### config.mk
export PLATFORM = sky130hd
export DESIGN_NAME = gpio_irq_detect
export DESIGN_NICKNAME = d
export VERILOG_FILES = /design/src/rtl/gpio_irq_pkg.sv /design/src/rtl/gpio_irq_edge.sv /design/src/rtl/gpio_irq_flags.sv /design/src/rtl/gpio_irq_out.sv /design/src/rtl/gpio_irq_detect.sv
export SDC_FILE = /design/constraint.sdc
export NUM_CORES = 1
export LEC_CHECK = 0
export ABC_AREA = 1
export ABC_CLOCK_PERIOD_IN_PS = 1500
export BUFFER_PORTS_ARGS = -buffer_cell sky130_fd_sc_hd__buf_2
export CORE_MARGIN = 8
export CORE_UTILIZATION = 42
export DETAILED_ROUTE_END_ITERATION = 10
export MAX_ROUTING_LAYER = met4
export PLACE_DENSITY = 0.78
export SYNTH_ARGS = -nofsm -noshare
export SYNTH_HDL_FRONTEND = slang
export SYNTH_SLANG_ARGS = --single-unit
### constraint.sdc
create_clock -name clk -period 1.5 [get_ports clk]
set_clock_uncertainty 0.15 [all_clocks]
set_input_delay 0.225 -clock clk [delete_from_list [all_inputs] [get_ports clk]]
set_output_delay 0.225 -clock clk [all_outputs]
set_load 0.02 [all_outputs]
### src/rtl/gpio_irq_pkg.sv
`timescale 1ns/1ps
package gpio_irq_pkg;

  // One pin: does the current sample constitute an event?
  function automatic logic pin_hit(input logic edge_md, input logic hi_act,
                                   input logic both, input logic cur,
                                   input logic last, input logic armed);
    logic up, down;
    if (!edge_md) return hi_act ? cur : ~cur;
    if (!armed) return 1'b0;
    up   = cur & ~last;
    down = ~cur & last;
    if (both) return up | down;
    return hi_act ? up : down;
  endfunction

  // Next flag vector: clear first, then events override.
  function automatic logic [31:0] flag_next(input logic [31:0] cur,
                                            input logic [31:0] kill,
                                            input logic [31:0] hits);
    return (cur & ~kill) | hits;
  endfunction

endpackage

### src/rtl/gpio_irq_edge.sv
`timescale 1ns/1ps
module gpio_irq_edge #(
  parameter int NPIN = 32
) (
  input  logic            clk,
  input  logic            rst_n,
  input  logic [NPIN-1:0] lvl,
  input  logic [NPIN-1:0] mode,
  input  logic [NPIN-1:0] pol,
  input  logic [NPIN-1:0] dual,
  output logic [NPIN-1:0] evt
);
  import gpio_irq_pkg::*;

  logic [NPIN-1:0] last_q;
  logic            armed_q;

  always_ff @(posedge clk or negedge rst_n) begin
    if (!rst_n) begin
      last_q  <= '0;
      armed_q <= 1'b0;
    end else begin
      last_q  <= lvl;
      armed_q <= 1'b1;
    end
  end

  for (genvar g = 0; g < NPIN; g++) begin : g_pin
    assign evt[g] = pin_hit(mode[g], pol[g], dual[g], lvl[g], last_q[g], armed_q);
  end

  // no edge-mode event before the previous level is known
  p_no_early_edge_r1: assert property (@(posedge clk) disable iff (!rst_n)
    !armed_q |-> ((evt & mode) == '0));

endmodule

### src/rtl/gpio_irq_flags.sv
`timescale 1ns/1ps
module gpio_irq_flags #(
  parameter int NPIN = 32
) (
  input  logic            clk,
  input  logic            rst_n,
  input  logic [NPIN-1:0] evt,
  input  logic            clr_stb,
  input  logic [NPIN-1:0] clr_mask,
  output logic [NPIN-1:0] pend
);
  import gpio_irq_pkg::*;

  logic [NPIN-1:0] kill;
  logic [NPIN-1:0] pend_q;

  assign kill = clr_stb ? clr_mask : '0;

  always_ff @(posedge clk or negedge rst_n) begin
    if (!rst_n) pend_q <= '0;
    else        pend_q <= flag_next(pend_q, kill, evt);
  end

  assign pend = pend_q;

  // a flag not selected for clearing is kept
  p_sticky_r5: assert property (@(posedge clk) disable iff (!rst_n)
    1'b1 |=> ((pend_q & $past(pend_q & ~kill)) == $past(pend_q & ~kill)));

  // a flag only rises because of an event
  p_rise_cause_r5: assert property (@(posedge clk) disable iff (!rst_n)
    1'b1 |=> ((pend_q & ~$past(pend_q) & ~$past(evt)) == '0));

  // an event wins over a simultaneous clear
  p_event_wins_r6: assert property (@(posedge clk) disable iff (!rst_n)
    1'b1 |=> ((pend_q & $past(evt)) == $past(evt)));

endmodule

### src/rtl/gpio_irq_out.sv
`timescale 1ns/1ps
module gpio_irq_out #(
  parameter int NPIN = 32
) (
  input  logic            clk,
  input  logic            rst_n,
  input  logic [NPIN-1:0] pend,
  input  logic [NPIN-1:0] irq_en,
  input  logic [NPIN-1:0] evt,
  input  logic [NPIN-1:0] wake_en,
  output logic            irq,
  output logic            wake
);
  logic irq_q, wake_q;

  always_ff @(posedge clk or negedge rst_n) begin
    if (!rst_n) begin
      irq_q  <= 1'b0;
      wake_q <= 1'b0;
    end else begin
      irq_q  <= |(pend & irq_en);
      wake_q <= |(evt & wake_en);
    end
  end

  assign irq  = irq_q;
  assign wake = wake_q;

endmodule

### src/rtl/gpio_irq_detect.sv
`timescale 1ns/1ps
module gpio_irq_detect #(
  parameter int NPIN = 32
) (
  input  logic            clk,
  input  logic            rst_n,
  input  logic [NPIN-1:0] pin_lvl,
  input  logic [NPIN-1:0] mode,
  input  logic [NPIN-1:0] pol,
  input  logic [NPIN-1:0] dual,
  input  logic [NPIN-1:0] irq_en,
  input  logic [NPIN-1:0] wake_en,
  input  logic            clr_stb,
  input  logic [NPIN-1:0] clr_mask,
  output logic [NPIN-1:0] pend,
  output logic            irq,
  output logic            wake
);
  logic [NPIN-1:0] evt;

  gpio_irq_edge #(.NPIN(NPIN)) u_edge (
    .clk(clk), .rst_n(rst_n), .lvl(pin_lvl), .mode(mode), .pol(pol),
    .dual(dual), .evt(evt)
  );

  gpio_irq_flags #(.NPIN(NPIN)) u_flags (
    .clk(clk), .rst_n(rst_n), .evt(evt), .clr_stb(clr_stb),
    .clr_mask(clr_mask), .pend(pend)
  );

  gpio_irq_out #(.NPIN(NPIN)) u_out (
    .clk(clk), .rst_n(rst_n), .pend(pend), .irq_en(irq_en), .evt(evt),
    .wake_en(wake_en), .irq(irq), .wake(wake)
  );

  // outputs quiet while reset is held
  always_comb begin
    if (!rst_n) begin
      p_reset_quiet_r1: assert (pend == '0 && !irq && !wake);
    end
  end

  // interrupt follows the enabled flags one cycle later
  p_irq_follow_r7: assert property (@(posedge clk) disable iff (!rst_n)
    1'b1 |=> (irq == $past(|(pend & irq_en))));

  // wake follows enabled events one cycle later
  p_wake_follow_r8: assert property (@(posedge clk) disable iff (!rst_n)
    1'b1 |=> (wake == $past(|(evt & wake_en))));

endmodule

==> flow_metrics.py <==
metrics = {
    "outcome": {
        "status": "finished, violations left",
        "violations": "negative setup slack",
    },
    "sta": {
        "fin_ws_ns": -0.1971,
        "finalHoldViolCount": 0,
        "min_period_ns": 1.697,
        "setup_viol": 1,
        "tns_ns": -0.1971,
        "fin_crit_sh_pct": 113.1,
        "slew_viol_final": 0,
        "grt_setup_unrepaired": "yes",
        "clock.fmax_mhz": 589.2,
    },
    "final_layout": {
        "final_cells": 1260,
        "diodes": 0,
        "layout_commonest_cell": "nand2_1",
        "mostFrequentLayoutCells": "nand2_1, buf_2, inv_1, a21oi_1, dfrtp_1",
        "seqCellArea_um2": 1677,
        "nNetsFinal": 1402,
        "drive_gt1_share_pct": 30.55,
        "n_fill_cell": 1091,
        "multiInputGateArea_um2": 2990,
        "syn_to_final_growth_pct": 50.27,
    },
    "logic_synthesis": {
        "synth_cell_types": 18,
        "synth-seq-area-share_pct": 33.09,
        "syn_nets": 1045,
        "syn-cell-area_um2": 5067,
        "synth_seq_cells": 67,
        "syn_inst": 754,
        "synth.avg_cell_area_um2": 6.721,
        "ys.warnings.count": 0,
    },
    "global_route": {
        "overflow": 0,
        "grt_pass1_wl_mm": 28.97,
        "grtUsageMet2_pct": 40.88,
        "met3_usage_pct": 5.570,
        "grt-busiest-layer": "met2",
        "antenna_found_initial": 0,
        "met1_usage_pct": 25.63,
        "grt_pass1_vias": 6266,
        "grt_max_degree": 68,
        "grt_usage_pct": 23.35,
    },
    "floorplanning": {
        "rows": 40,
        "fp.dieArea_um2": 15840,
        "die_h_um": 125.8,
        "ios": 261,
        "core_region_area_um2": 11910,
        "die_x_um": 125.8,
        "initial_core_util_pct": 42.54,
    },
    "worst_setup_path": {
        "timing.rr.start": "u_edge.last_q[28]",
        "crit_path_end_kind": "flip-flop",
        "worstSetupPathType": "reg2reg",
        "cp_common_cell": "nand2_1",
        "slowest_delay_ns": 0.34,
        "crit_arrival_ns": 1.77,
        "crit_fanout": 2,
        "cpMaxStageDelayCell": "dfrtp_1",
        "critPathLaunch": "u_edge.last_q[28]",
        "cp-start-kind": "flip-flop",
        "crit_required_ns": 1.57,
        "path_cells": "inv_1 > ha_2 > a21oi_2 > nand2_1 > nand2_1 > nand2_1 > nand2_1 > nand2_2 > nor2_4 > nand2_1 > nor2_2 > nand2_1",
    },
    "power": {
        "pwr-share-clk_pct": 33.1,
        "cellPowerDensity_nw_per_um2": 746.9,
        "switching_share_pct": 31.74,
        "seqPwrFrac_pct": 37.1,
        "p_comb_share_pct": 29.9,
        "p_int_uw": 3882,
        "p_leak_uw": 0.004579,
        "switching_power_uw": 1805,
        "peakVddDrop_mv": 0.4671,
    },
    "clock_network": {
        "cts_sinks": 67,
        "insertion_delay_ns": 0.33,
        "h-tree-depth": 3,
        "postCtsSetupBuffers": 0,
        "ctsRootBufferMaster": "clkbuf_16",
        "cts_buffer_depth": 2,
        "path_clk_slew_ns": 0.05,
        "cts_tree": "yes",
        "cts_buffers": 9,
    },
    "min_path": {
        "hold_path.class": "in2reg",
        "worstHoldStart": "clr_mask[26]",
    },
    "route": {
        "via_count": 6030,
        "drtPass1Iterations": 5,
        "viasPerCell": 4.786,
        "drcViolationCount": 0,
        "wl_per_cell_um": 14.28,
        "drt-total-wl_mm": 18.00,
        "drt_iter0_drc": 344,
        "ant_nets": 0,
    },
    "place": {
        "hpwlAfterDp_mm": 14.64,
        "post-place-cells": 1213,
        "gpl.final_weighted_congestion": 0.8964,
        "portBuffers": 260,
    },
    "job": {
        "maxCapViolCount": 0,
    },
}
## cells in the mapped netlist
| cell type | count | area (um^2) |
|---|---|---|
| nand2_1 | 348 | 1306 |
| inv_1 | 109 | 409.1 |
| a21oi_1 | 71 | 355.3 |
| dfrtp_1 | 67 | 1677 |
| ha_1 | 64 | 800.8 |
| nand3_1 | 42 | 210.2 |
| nor2_1 | 12 | 45.04 |
| nand3b_1 | 8 | 60.06 |
| o21ai_0 | 8 | 40.04 |
| nand4_1 | 6 | 37.54 |
| a21o_1 | 3 | 22.52 |
| buf_4 | 3 | 22.52 |
| clkbuf_1 | 3 | 11.26 |
| xor2_1 | 3 | 26.28 |
| a22o_1 | 2 | 17.52 |
| nor4_1 | 2 | 12.51 |
| o21ai_1 | 2 | 10.01 |
| conb_1 | 1 | 3.750 |
## critical path, delay by kind of cell, from the launching register on
kind                     cells  cell delay (ns)
adder cells (fa/ha/maj)      1             0.17
AO/OA/AOI/OAI                1             0.12
buffers and inverters        1             0.05
AND/OR/NAND/NOR              9             0.75
flip-flops                   1             0.34
## cell type report
class,instances,share of cell area [%]
multi-input cells,572,39.27
flip-flops and latches,67,22.02
repair buffers,352,27.64
well taps,147,2.415
clock buffers,13,3.286
inverters,109,5.373
## final timing paths
path                                          end  slack [ns]  depth (start not counted)
worst max-delay path                   u_out.wake       -0.20                         12
worst min-delay path             u_flags.pend[26]        0.01                          4
worst max register to register         u_out.wake       -0.20                         12
worst min register to register   u_flags.pend[23]        0.37                          2
max in group asynchronous         u_flags.pend[6]        0.58                          3
min in group asynchronous       u_edge.last_q[19]        0.29                          3
## sequential cells by signal (all words and copies together), names as in the netlist
signal	count
u_out.irq	1
u_edge.last_q	32
u_out.wake	1
u_flags.pend	32
u_edge.armed_q	1
## power by group through the flow
stage                     sequential [uW]  clock [uW]  combinational (uW)
after detailed placement             2130           0                1620
after floorplan                      2250           0                 624
final                                2110        1880                1700
after global routing                 2130        2000                1910
after CTS                            2110        1930                1700
after global placement               2130           0                1580
## per-stage QoR
stage / hold slack (ns) / power, uW / util, % / area [um^2] / setup WS (ns)
after floorplan: -0.2206 / 2871 / - / 5067 / 0.03720
after CTS: 0.0001512 / 5735 / 63.73 / 7591 / -0.2095
after detailed placement: 0.1174 / 3747 / 58.61 / 6982 / -0.3533
final: 0.01247 / 5687 / 63.93 / 7615 / -0.1971
after global routing: 0.02958 / 6038 / 63.93 / 7615 / -0.3010
after global placement: 0.1181 / 3710 / 58.61 / 6982 / -0.2788
## per-layer routing
metal | vias to the layer above | wire length, um
met3 | 26 | 1256
met4 | 0 | 325
met1 | 2697 | 7565
li1 | 3067 | -
met2 | 240 | 8849
met5 | - | 0
## repair_timing
action,4_1_cts,5_1_grt
hold buffers,34,0
gates cloned,0,0
pin swaps,8,6
resized for setup,7,8
hold endpoints to repair,100,0
setup endpoints to repair,1,3
## logic make-up after synthesis
| kind of cell | share of synthesized area, % |
|---|---|
| and+or+nand+nor | 32.99 |
| buffers and inverters | 8.741 |
| AOI/OAI and AO/OA | 8.790 |
| DFF | 33.09 |
| adders and majority gates | 15.80 |
| xor gates and xnor gates | 0.5186 |
| other | 0.07400 |
Note: power is estimated with default switching activity, not from simulation.
